## src/rtl/acc_core_pkg.sv

```systemverilog
package acc_core_pkg;

    localparam int OPC_W = 8;

    localparam logic [OPC_W-1:0] OPC_LDI = 8'hA9;
    localparam logic [OPC_W-1:0] OPC_ADI = 8'h69;
    localparam logic [OPC_W-1:0] OPC_LDZ = 8'hA5;
    localparam logic [OPC_W-1:0] OPC_STZ = 8'h85;
    localparam logic [OPC_W-1:0] OPC_NOP = 8'hEA;

    // cycle role of the core
    typedef enum logic [1:0] {
        ST_FETCH  = 2'd0,
        ST_DECODE = 2'd1,
        ST_ZPAGE  = 2'd2
    } phase_e;

    // work carried over into the next fetch cycle
    typedef enum logic [1:0] {
        EX_NONE = 2'd0,
        EX_LOAD = 2'd1,
        EX_ADD  = 2'd2
    } exec_e;

    typedef enum logic [2:0] {
        OP_NOP = 3'd0,
        OP_LDI = 3'd1,
        OP_ADI = 3'd2,
        OP_LDZ = 3'd3,
        OP_STZ = 3'd4
    } opclass_e;

endpackage

```

## src/rtl/acc_core_decode.sv

```systemverilog
module acc_core_decode
    import acc_core_pkg::*;
(
    input  logic [OPC_W-1:0] opcode,
    output opclass_e         cls
);
    always_comb begin
        case (opcode)
            OPC_LDI: cls = OP_LDI;
            OPC_ADI: cls = OP_ADI;
            OPC_LDZ: cls = OP_LDZ;
            OPC_STZ: cls = OP_STZ;
            default: cls = OP_NOP;   // 0xEA and all unknown bytes
        endcase
    end
endmodule

```

## src/rtl/acc_core_alu.sv

```systemverilog
module acc_core_alu
    import acc_core_pkg::*;
#(
    parameter int DATA_W = 8
) (
    input  exec_e             op,
    input  logic [DATA_W-1:0] acc_i,
    input  logic              carry_i,
    input  logic [DATA_W-1:0] operand_i,
    output logic [DATA_W-1:0] acc_o,
    output logic              carry_o
);
    logic [DATA_W:0] sum;

    assign sum = {1'b0, acc_i} + {1'b0, operand_i} + {{DATA_W{1'b0}}, carry_i};

    always_comb begin
        acc_o   = acc_i;
        carry_o = carry_i;
        case (op)
            EX_LOAD: acc_o = operand_i;
            EX_ADD: begin
                acc_o   = sum[DATA_W-1:0];
                carry_o = sum[DATA_W];
            end
            default: ;
        endcase
    end
endmodule

```

## src/rtl/acc_core.sv

```systemverilog
module acc_core
    import acc_core_pkg::*;
#(
    parameter int                ADDR_W   = 16,
    parameter int                DATA_W   = 8,
    parameter logic [ADDR_W-1:0] RESET_PC = 16'h0200
) (
    input  logic              clk,
    input  logic              rst,
    output logic [ADDR_W-1:0] mem_addr,
    input  logic [DATA_W-1:0] mem_rdata,
    output logic [DATA_W-1:0] mem_wdata,
    output logic              mem_we,
    output logic              fetch_o,
    output logic [DATA_W-1:0] acc_o,
    output logic              carry_o
);
    localparam int PAGE_W = ADDR_W - DATA_W;

    typedef struct packed {
        phase_e            phase;
        logic [ADDR_W-1:0] pc;
        logic [DATA_W-1:0] acc;
        logic              carry;
        exec_e             pend;
        logic              zp_store;
    } core_state_t;

    core_state_t q, d;

    opclass_e          cls;
    logic [DATA_W-1:0] alu_acc;
    logic              alu_carry;

    acc_core_decode u_decode (
        .opcode (mem_rdata[OPC_W-1:0]),
        .cls    (cls)
    );

    acc_core_alu #(.DATA_W(DATA_W)) u_alu (
        .op        (q.pend),
        .acc_i     (q.acc),
        .carry_i   (q.carry),
        .operand_i (mem_rdata),
        .acc_o     (alu_acc),
        .carry_o   (alu_carry)
    );

    always_comb begin
        d         = q;
        mem_addr  = q.pc;
        mem_we    = 1'b0;
        mem_wdata = q.acc;
        case (q.phase)
            ST_FETCH: begin
                // finish the previous instruction while addressing the next opcode
                d.acc   = alu_acc;
                d.carry = alu_carry;
                d.pend  = EX_NONE;
                d.pc    = q.pc + 1'b1;
                d.phase = ST_DECODE;
            end
            ST_DECODE: begin
                // opcode arrives; the following byte is addressed now
                d.phase = ST_FETCH;
                case (cls)
                    OP_LDI: begin
                        d.pc   = q.pc + 1'b1;
                        d.pend = EX_LOAD;
                    end
                    OP_ADI: begin
                        d.pc   = q.pc + 1'b1;
                        d.pend = EX_ADD;
                    end
                    OP_LDZ: begin
                        d.pc       = q.pc + 1'b1;
                        d.zp_store = 1'b0;
                        d.phase    = ST_ZPAGE;
                    end
                    OP_STZ: begin
                        d.pc       = q.pc + 1'b1;
                        d.zp_store = 1'b1;
                        d.phase    = ST_ZPAGE;
                    end
                    default: ;
                endcase
            end
            ST_ZPAGE: begin
                mem_addr = {{PAGE_W{1'b0}}, mem_rdata};
                mem_we   = q.zp_store;
                if (!q.zp_store) begin
                    d.pend = EX_LOAD;
                end
                d.phase = ST_FETCH;
            end
            default: d.phase = ST_FETCH;
        endcase
    end

    always_ff @(posedge clk) begin
        if (rst) begin
            q <= '{phase: ST_FETCH, pc: RESET_PC, acc: '0, carry: 1'b0,
                   pend: EX_NONE, zp_store: 1'b0};
        end else begin
            q <= d;
        end
    end

    assign fetch_o = (q.phase == ST_FETCH);
    assign acc_o   = q.acc;
    assign carry_o = q.carry;

endmodule

```

## config.mk

```make
export PLATFORM = sky130hd
export DESIGN_NAME = acc_core
export DESIGN_NICKNAME = d
export VERILOG_FILES = /design/src/rtl/acc_core_pkg.sv /design/src/rtl/acc_core_decode.sv /design/src/rtl/acc_core_alu.sv /design/src/rtl/acc_core.sv
export SDC_FILE = /design/constraint.sdc
export NUM_CORES = 1
export LEC_CHECK = 0
export ABC_CLOCK_PERIOD_IN_PS = 4000
export BUFFER_PORTS_ARGS = -buffer_cell sky130_fd_sc_hd__buf_2
export CAP_MARGIN = 20
export CORE_MARGIN = 1.5
export CORE_UTILIZATION = 45
export CTS_CLUSTER_DIAMETER = 30
export CTS_CLUSTER_SIZE = 16
export DETAILED_ROUTE_END_ITERATION = 12
export GPL_TIMING_DRIVEN = 1
export PLACE_DENSITY = 0.77
export RECOVER_POWER = 100
export REMOVE_ABC_BUFFERS = 1
export SYNTH_ARGS = -nofsm -noshare
export SYNTH_HDL_FRONTEND = slang
export SYNTH_HIERARCHICAL = 1
export SYNTH_SLANG_ARGS = --single-unit
export TNS_END_PERCENT = 30
```

## constraint.sdc

```tcl
create_clock -name clk -period 4 [get_ports clk]
set_clock_uncertainty 0.05 [all_clocks]
set_input_delay 1.2 -clock clk [delete_from_list [all_inputs] [get_ports clk]]
set_output_delay 1.2 -clock clk [all_outputs]
set_load 0.005 [all_outputs]
```

==> impl_metrics.py, run 1 <==
metrics = {
    "cts": {
        "path_clk_slew_ps": 60,
        "cts_buffer_depth": 2,
        "clock_latency_ps": 280,
        "hold_buffers": 0,
        "post_cts_resized": 0,
        "cts_tree": "done",
        "htreeDepth": 2,
        "cts_buffers": 5,
        "cts.sinks": 30,
        "postCtsSetupBuffers": 0,
        "root_buffer": "clkbuf_8",
    },
    "drt": {
        "wl_per_cell_um": 13.72,
        "drt_iter0_markers": 100,
        "drt_wl_total_um": 5061,
        "routed_via_density": 5.509,
        "first_pass_iters": 4,
        "drc": 0,
        "num_vias": 2033,
        "postRouteAntennaNets": 0,
    },
    "timing": {
        "fmax_mhz": 290.6,
        "min_period_ps": 3441,
        "drv_slew": 0,
        "post-route-period-util_pct": 86.03,
        "hold_viol": 0,
        "totalNegativeSetupSlack_ps": 0,
        "rsz0062_at_grt": "no",
        "slew_headroom_pct": 5.567,
        "tightestPinTransition_ps": 1416,
        "finalSetupViolCount": 0,
    },
    "layout": {
        "nets": 328,
        "area_growth_pct": 7.754,
        "num_antenna_cells": 0,
        "final_common_cell": "dfxtp_1",
        "drive_gt1_share_pct": 15.89,
        "final_cell_mix": "dfxtp_1 (30), buf_2 (27), a21oi_1 (25), nor2_1 (19)",
        "n_fill_cell": 484,
    },
    "synth": {
        "yosysTopAreaCell": "dfxtp_1",
        "synth_cell_types": 52,
        "synth_top_area_share_pct": 25.85,
        "synth-main-ff-cell": "dfxtp_1",
        "synth_top_family_by_area": "simple AND/OR/NAND/NOR gates",
        "synthAdderAreaFrac_pct": 9.262,
        "synth_warnings": 6,
        "synthArstFlopShare_pct": 0,
        "netlist_area_um2": 2323,
        "synth-simple-area-share_pct": 21.92,
        "synth_area_leaders": "dfxtp_1 (26%), ha_1 (7.5%), buf_4 (5.5%)",
        "synthCells": 282,
        "yosysSeqAreaShare_pct": 25.85,
        "synth_edf_count": 0,
        "synth-compound-area-share_pct": 19.82,
        "avgSynthCellArea_um2": 8.239,
        "synthXorXnorAreaFrac_pct": 3.016,
        "synth-seq-cells": 30,
        "muxShareOfSynthArea_pct": 8.616,
    },
    "floorplan": {
        "fp.dieH_um": 74.86,
        "ios": 45,
        "coreArea_um2": 4848,
        "rows": 25,
        "die_x_um": 74.86,
        "initial_core_util_pct": 47.92,
        "die-area_um2": 5603,
    },
    "critical_path": {
        "required_ps": 4070,
        "setup.worst_path.class": "primary input to register",
        "critPathArrivalTime_ps": 3510,
        "critPathCaptureType": "register",
        "path_max_fanout": 5,
        "path_common_cell": "fa_1",
        "path_buf_inv": 2,
        "slowest_stage": "a2111oi_0",
        "cp_top_family": "compound AO/OA/AOI/OAI gates",
        "path_cells": "clkbuf_1, fa_1, inv_1, fa_1, nor2b_4, o31a_1, o21ai_2, nand2_1, a2111oi_0, nor3_1, mux2i_1, nor2_1",
        "start_kind": "primary input",
        "cp_slowest_stage_delay_ps": 560,
    },
    "placement": {
        "dp_hpwl_um": 3606,
        "gp_congestion": 0.8905,
        "port_buffers": 44,
    },
    "power_and_ir_drop": {
        "p_sw_share_pct": 24.32,
        "p_int_uw": 539.9,
        "ir_worst_vdd_mv": 0.2143,
        "combPwrFrac_pct": 12.6,
        "clkPwrFrac_pct": 44.0,
        "powerDensity_nw_per_um2": 284.9,
        "sequentialPowerShare_pct": 43.4,
        "p_leak_uw": 0.0009907,
        "power.total_uw": 713.4,
        "netSwitchingPower_uw": 173.5,
    },
    "grt": {
        "grt.busiest_layer": "met2",
        "grt.met2_usage_pct": 30.78,
        "grt_pass1_vias": 1798,
        "grt_pass1_wl_um": 8411,
        "grt_use_met1_pct": 26.16,
        "grt_use_total_pct": 19.67,
        "met3_usage_pct": 5.622,
        "grt_overflow_total": 0,
        "antenna_found_initial": 0,
        "grt_max_degree": 33,
    },
    "job": {
        "cap_violations": 0,
    },
    "worst_hold_path": {
        "holdCritPathClass": "register to register",
    },
    "run_status": {
        "outcome": "completed",
    },
}
-- per-stage QoR --
stage               cells  utilization, %  cell area, µm²  setup slack (ps)  hold slack, ps
finish                369           51.64            2504             558.8           434.8
global route          369           51.64            2504             407.5           464.8
CTS                   369           52.83            2561             832.7           432.5
detailed placement    362           50.50            2449             559.2           421.7
global placement      362           50.50            2449             599.2           416.8
floorplan             249               -            2123             405.1           391.3
-- cell usage after synthesis (3+ instances only) --
master     instances
a21oi_1           25
a221oi_1           3
a22oi_1            3
buf_2              4
buf_4             17
clkbuf_1           9
dfxtp_1           30
ha_1              14
inv_1             18
mux2_2             8
mux2i_1           11
nand2_1           13
nand3_1            8
nand4_1            3
nand4bb_1          3
nor2_1            19
nor2b_1           12
nor3_1             3
o21ai_0           10
o21ai_1            6
o31ai_1            7
or3_1              7
or4_1              6
xnor2_1            7
-- final cells by class --
type | instances | area, µm² | area share (%)
Multi-Input combinational cell | 201 | 1429 | 57.07
Clock inverter | 1 | 30.03 | 1.199
Timing Repair Buffer | 46 | 210.2 | 8.396
Clock buffer | 6 | 82.58 | 3.298
Tap cell | 67 | 83.83 | 3.348
Sequential cell | 30 | 600.6 | 23.99
Inverter | 18 | 67.56 | 2.699
-- registers in the layout, summed over array words and instances, names as in the netlist --
register and cells:
q 21, acc_o 8, carry_o 1
-- path summary, 6_finish.rpt --
kind,startpoint,end,slack [ps],cells past startpoint
setup / recovery,mem_rdata[0],carry_o,560,12
hold / removal,q[24],q[24],430,2
setup reg to reg,acc_o[0],carry_o,1230,11
hold reg to reg,q[24],q[24],430,2
-- power by group through the flow --
stage,Clock (µW),Combinational [µW],Sequential (µW)
final,314,89.8,310
after global routing,336,99.3,311
after CTS,323,92.6,310
after detailed placement,0,91.8,317
after global placement,0,89.8,316
after floorplan,0,56.8,316
-- kinds of logic (layout without fill, tap and decap cells) --
logic type	Yosys count	count (layout)
AND/OR/NAND/NOR	88	88
AO/OA/AOI/OAI	70	70
buffers and inverters	51	71
flip-flops	30	30
multiplexers	19	19
adder cells (fa/ha/maj)	16	16
XOR/XNOR	8	8
-- tightest hold or removal path, cell delays in order (launching register included) --
cell and delay (ps):
dfxtp_1 330, o31ai_1 60, a21oi_1 50
-- layer usage --
layer | up-vias | share of wire [%]
met5 | - | 0
met4 | 0 | 1.4
met3 | 8 | 5.9
met2 | 52 | 47
met1 | 940 | 46
li1 | 1033 | -
(Power assumes the default switching activity.)
==> run 2, diff against run 1 <==
CORE_UTILIZATION = 30   (was 45)
PLACE_DENSITY = unset   (was 0.77)
PLACE_DENSITY_LB_ADDON = 0.2   (was unset)
==> run 2 against run 1 <==
Effect of this change:
- cell area is 3.7% higher
- worst hold slack improved by 1.6 ps
- non-clock buffer count grew 2
- sequential power is essentially flat
- power rose by 11%
- global-route usage is 5.8 points lower
- routed wire length rose by 7.6%
- fmax fell by 2.7%
- via count fell by 2.6%
- sequential cell count is the same
- critical path depth decreased by 4
- utilization fell by 16 points
- critical path type unchanged
- largest cell class unchanged
- largest power group unchanged
==> impl_metrics.py, run 2 (synthesis results as in run 1) <==
metrics = {
    "power_and_ir_drop": {
        "p_leak_uw": 0.001022,
        "power.total_uw": 791.5,
        "powerDensity_nw_per_um2": 304.7,
        "ir_worst_vdd_mv": 0.2313,
    },
    "critical_path": {
        "cp_slowest_stage_delay_ps": 760,
        "reg2reg_depth": 11,
        "setup.worst_path.class": "primary input to register",
        "start_kind": "primary input",
        "slowest_stage": "a31oi_2",
        "cp.depth": 8,
        "path_buf_inv": 2,
        "critPathArrivalTime_ps": 3610,
        "cp_top_family": "compound AO/OA/AOI/OAI gates",
        "required_ps": 4080,
        "path_max_fanout": 23,
        "path_cells": "clkbuf_1, nand4bb_1, a21oi_1, o21ai_0, a31oi_2, buf_4, mux2i_1, nor2_1",
        "critPathCaptureType": "register",
    },
    "cts": {
        "postCtsSetupBuffers": 0,
        "cts.sinks": 30,
        "htreeDepth": 2,
        "cts_buffers": 5,
        "clock_latency_ps": 290,
        "cts_buffer_depth": 2,
        "path_clk_slew_ps": 70,
        "root_buffer": "clkbuf_8",
        "cts_tree": "done",
        "post_cts_resized": 0,
        "hold_buffers": 0,
    },
    "timing": {
        "fmax_mhz": 282.7,
        "finalSetupViolCount": 0,
        "tightestPinTransition_ps": 1437,
        "slew_headroom_pct": 4.204,
        "min_period_ps": 3538,
        "totalNegativeSetupSlack_ps": 0,
        "rsz0062_at_grt": "no",
        "post-route-period-util_pct": 88.44,
        "drv_slew": 0,
        "whs_ps": 436.4,
        "hold_viol": 0,
    },
    "placement": {
        "gp_congestion": 0.7420,
        "port_buffers": 44,
        "dp_hpwl_um": 3969,
    },
    "floorplan": {
        "coreArea_um2": 7370,
        "die_x_um": 91.01,
        "initial_core_util_pct": 31.53,
        "rows": 31,
        "ios": 45,
        "fp.dieH_um": 91.01,
        "die-area_um2": 8282,
    },
    "worst_hold_path": {
        "worstHoldPathCells": 2,
        "holdCritPathClass": "register to register",
    },
    "layout": {
        "final_common_cell": "dfxtp_1",
        "drive_gt1_share_pct": 17.70,
        "top_register": "q",
        "area_growth_pct": 11.79,
        "num_antenna_cells": 0,
        "final_cell_mix": "dfxtp_1 (30), a21oi_1 (25), buf_2 (25), nor2_1 (19), inv_1 (18)",
        "nets": 330,
        "largest_register_ffs": 21,
    },
    "drt": {
        "drc": 0,
        "routed_via_density": 4.903,
        "drt_wl_total_um": 5446,
        "num_vias": 1981,
        "postRouteAntennaNets": 0,
        "wl_per_cell_um": 13.48,
        "drt_iter0_markers": 91,
        "first_pass_iters": 4,
    },
    "run_status": {
        "outcome": "completed",
    },
    "grt": {
        "antenna_found_initial": 0,
        "grt_overflow_total": 0,
        "grt_max_degree": 33,
        "grt_pass1_wl_um": 9294,
        "grt_pass1_vias": 1924,
        "grt_use_total_pct": 13.84,
    },
    "job": {
        "cap_violations": 0,
    },
}
[run 2: cell types whose count changed in the layout (fill, tap and decap cells not counted), moves of 2 or more]
cell | before | now
clkbuf_2 | 0 | 4
buf_2 | 27 | 25
clkbuf_1 | 18 | 16
buf_4 | 1 | 3
[run 2: through the flow]
stage               worst slack, ps  area (µm²)  cells  utilization, %
finish                        462.5        2597    404           35.25
global route                  164.8        2597    404           35.25
CTS                           572.5        2646    404           35.91
detailed placement            276.5        2504    396           33.97
global placement              332.9        2504    396           33.97
floorplan                     405.1        2123    249               -
[run 2: path summary, 6_finish.rpt]
check                    start  endpoint  slack (ps)
setup / recovery  mem_rdata[3]     q[13]         460
hold / removal           q[27]     q[27]         440
setup reg to reg      acc_o[0]   carry_o        1290
hold reg to reg          q[27]     q[27]         440
[run 2: final cells by class]
cell class,count,area [µm²]
multi-input cells,201,1435
repair buffers,48,227.7
clock buffers,6,82.58
well taps,99,123.9
fillers,788,4772
inverters,18,67.56
clock inverters,2,60.06
flip-flops and latches,30,600.6
[run 2: per-layer routing]
layer	vias up	wire [µm]	GRT usage [%]
met5	-	0	0
met4	0	78	4.297
met1	910	2748	18.20
li1	1040	-	-
met2	25	2508	22.82
met3	6	110	2.513
[run 2: worst register-to-register path, stage by stage, from the launching register on]
cell	delay [ps]
dfxtp_1	360
fa_1	480
inv_1	90
fa_1	250
nor2b_4	60
o31a_1	270
o21ai_2	120
nand2_1	100
a2111oi_0	470
nor3_1	110
mux2i_1	150
nor2_1	60
[run 2: where the power goes]
part,switching (µW),internal (µW)
logic,52.8,36.6
registers,5.73,304
clock network,127,266
total,185,606
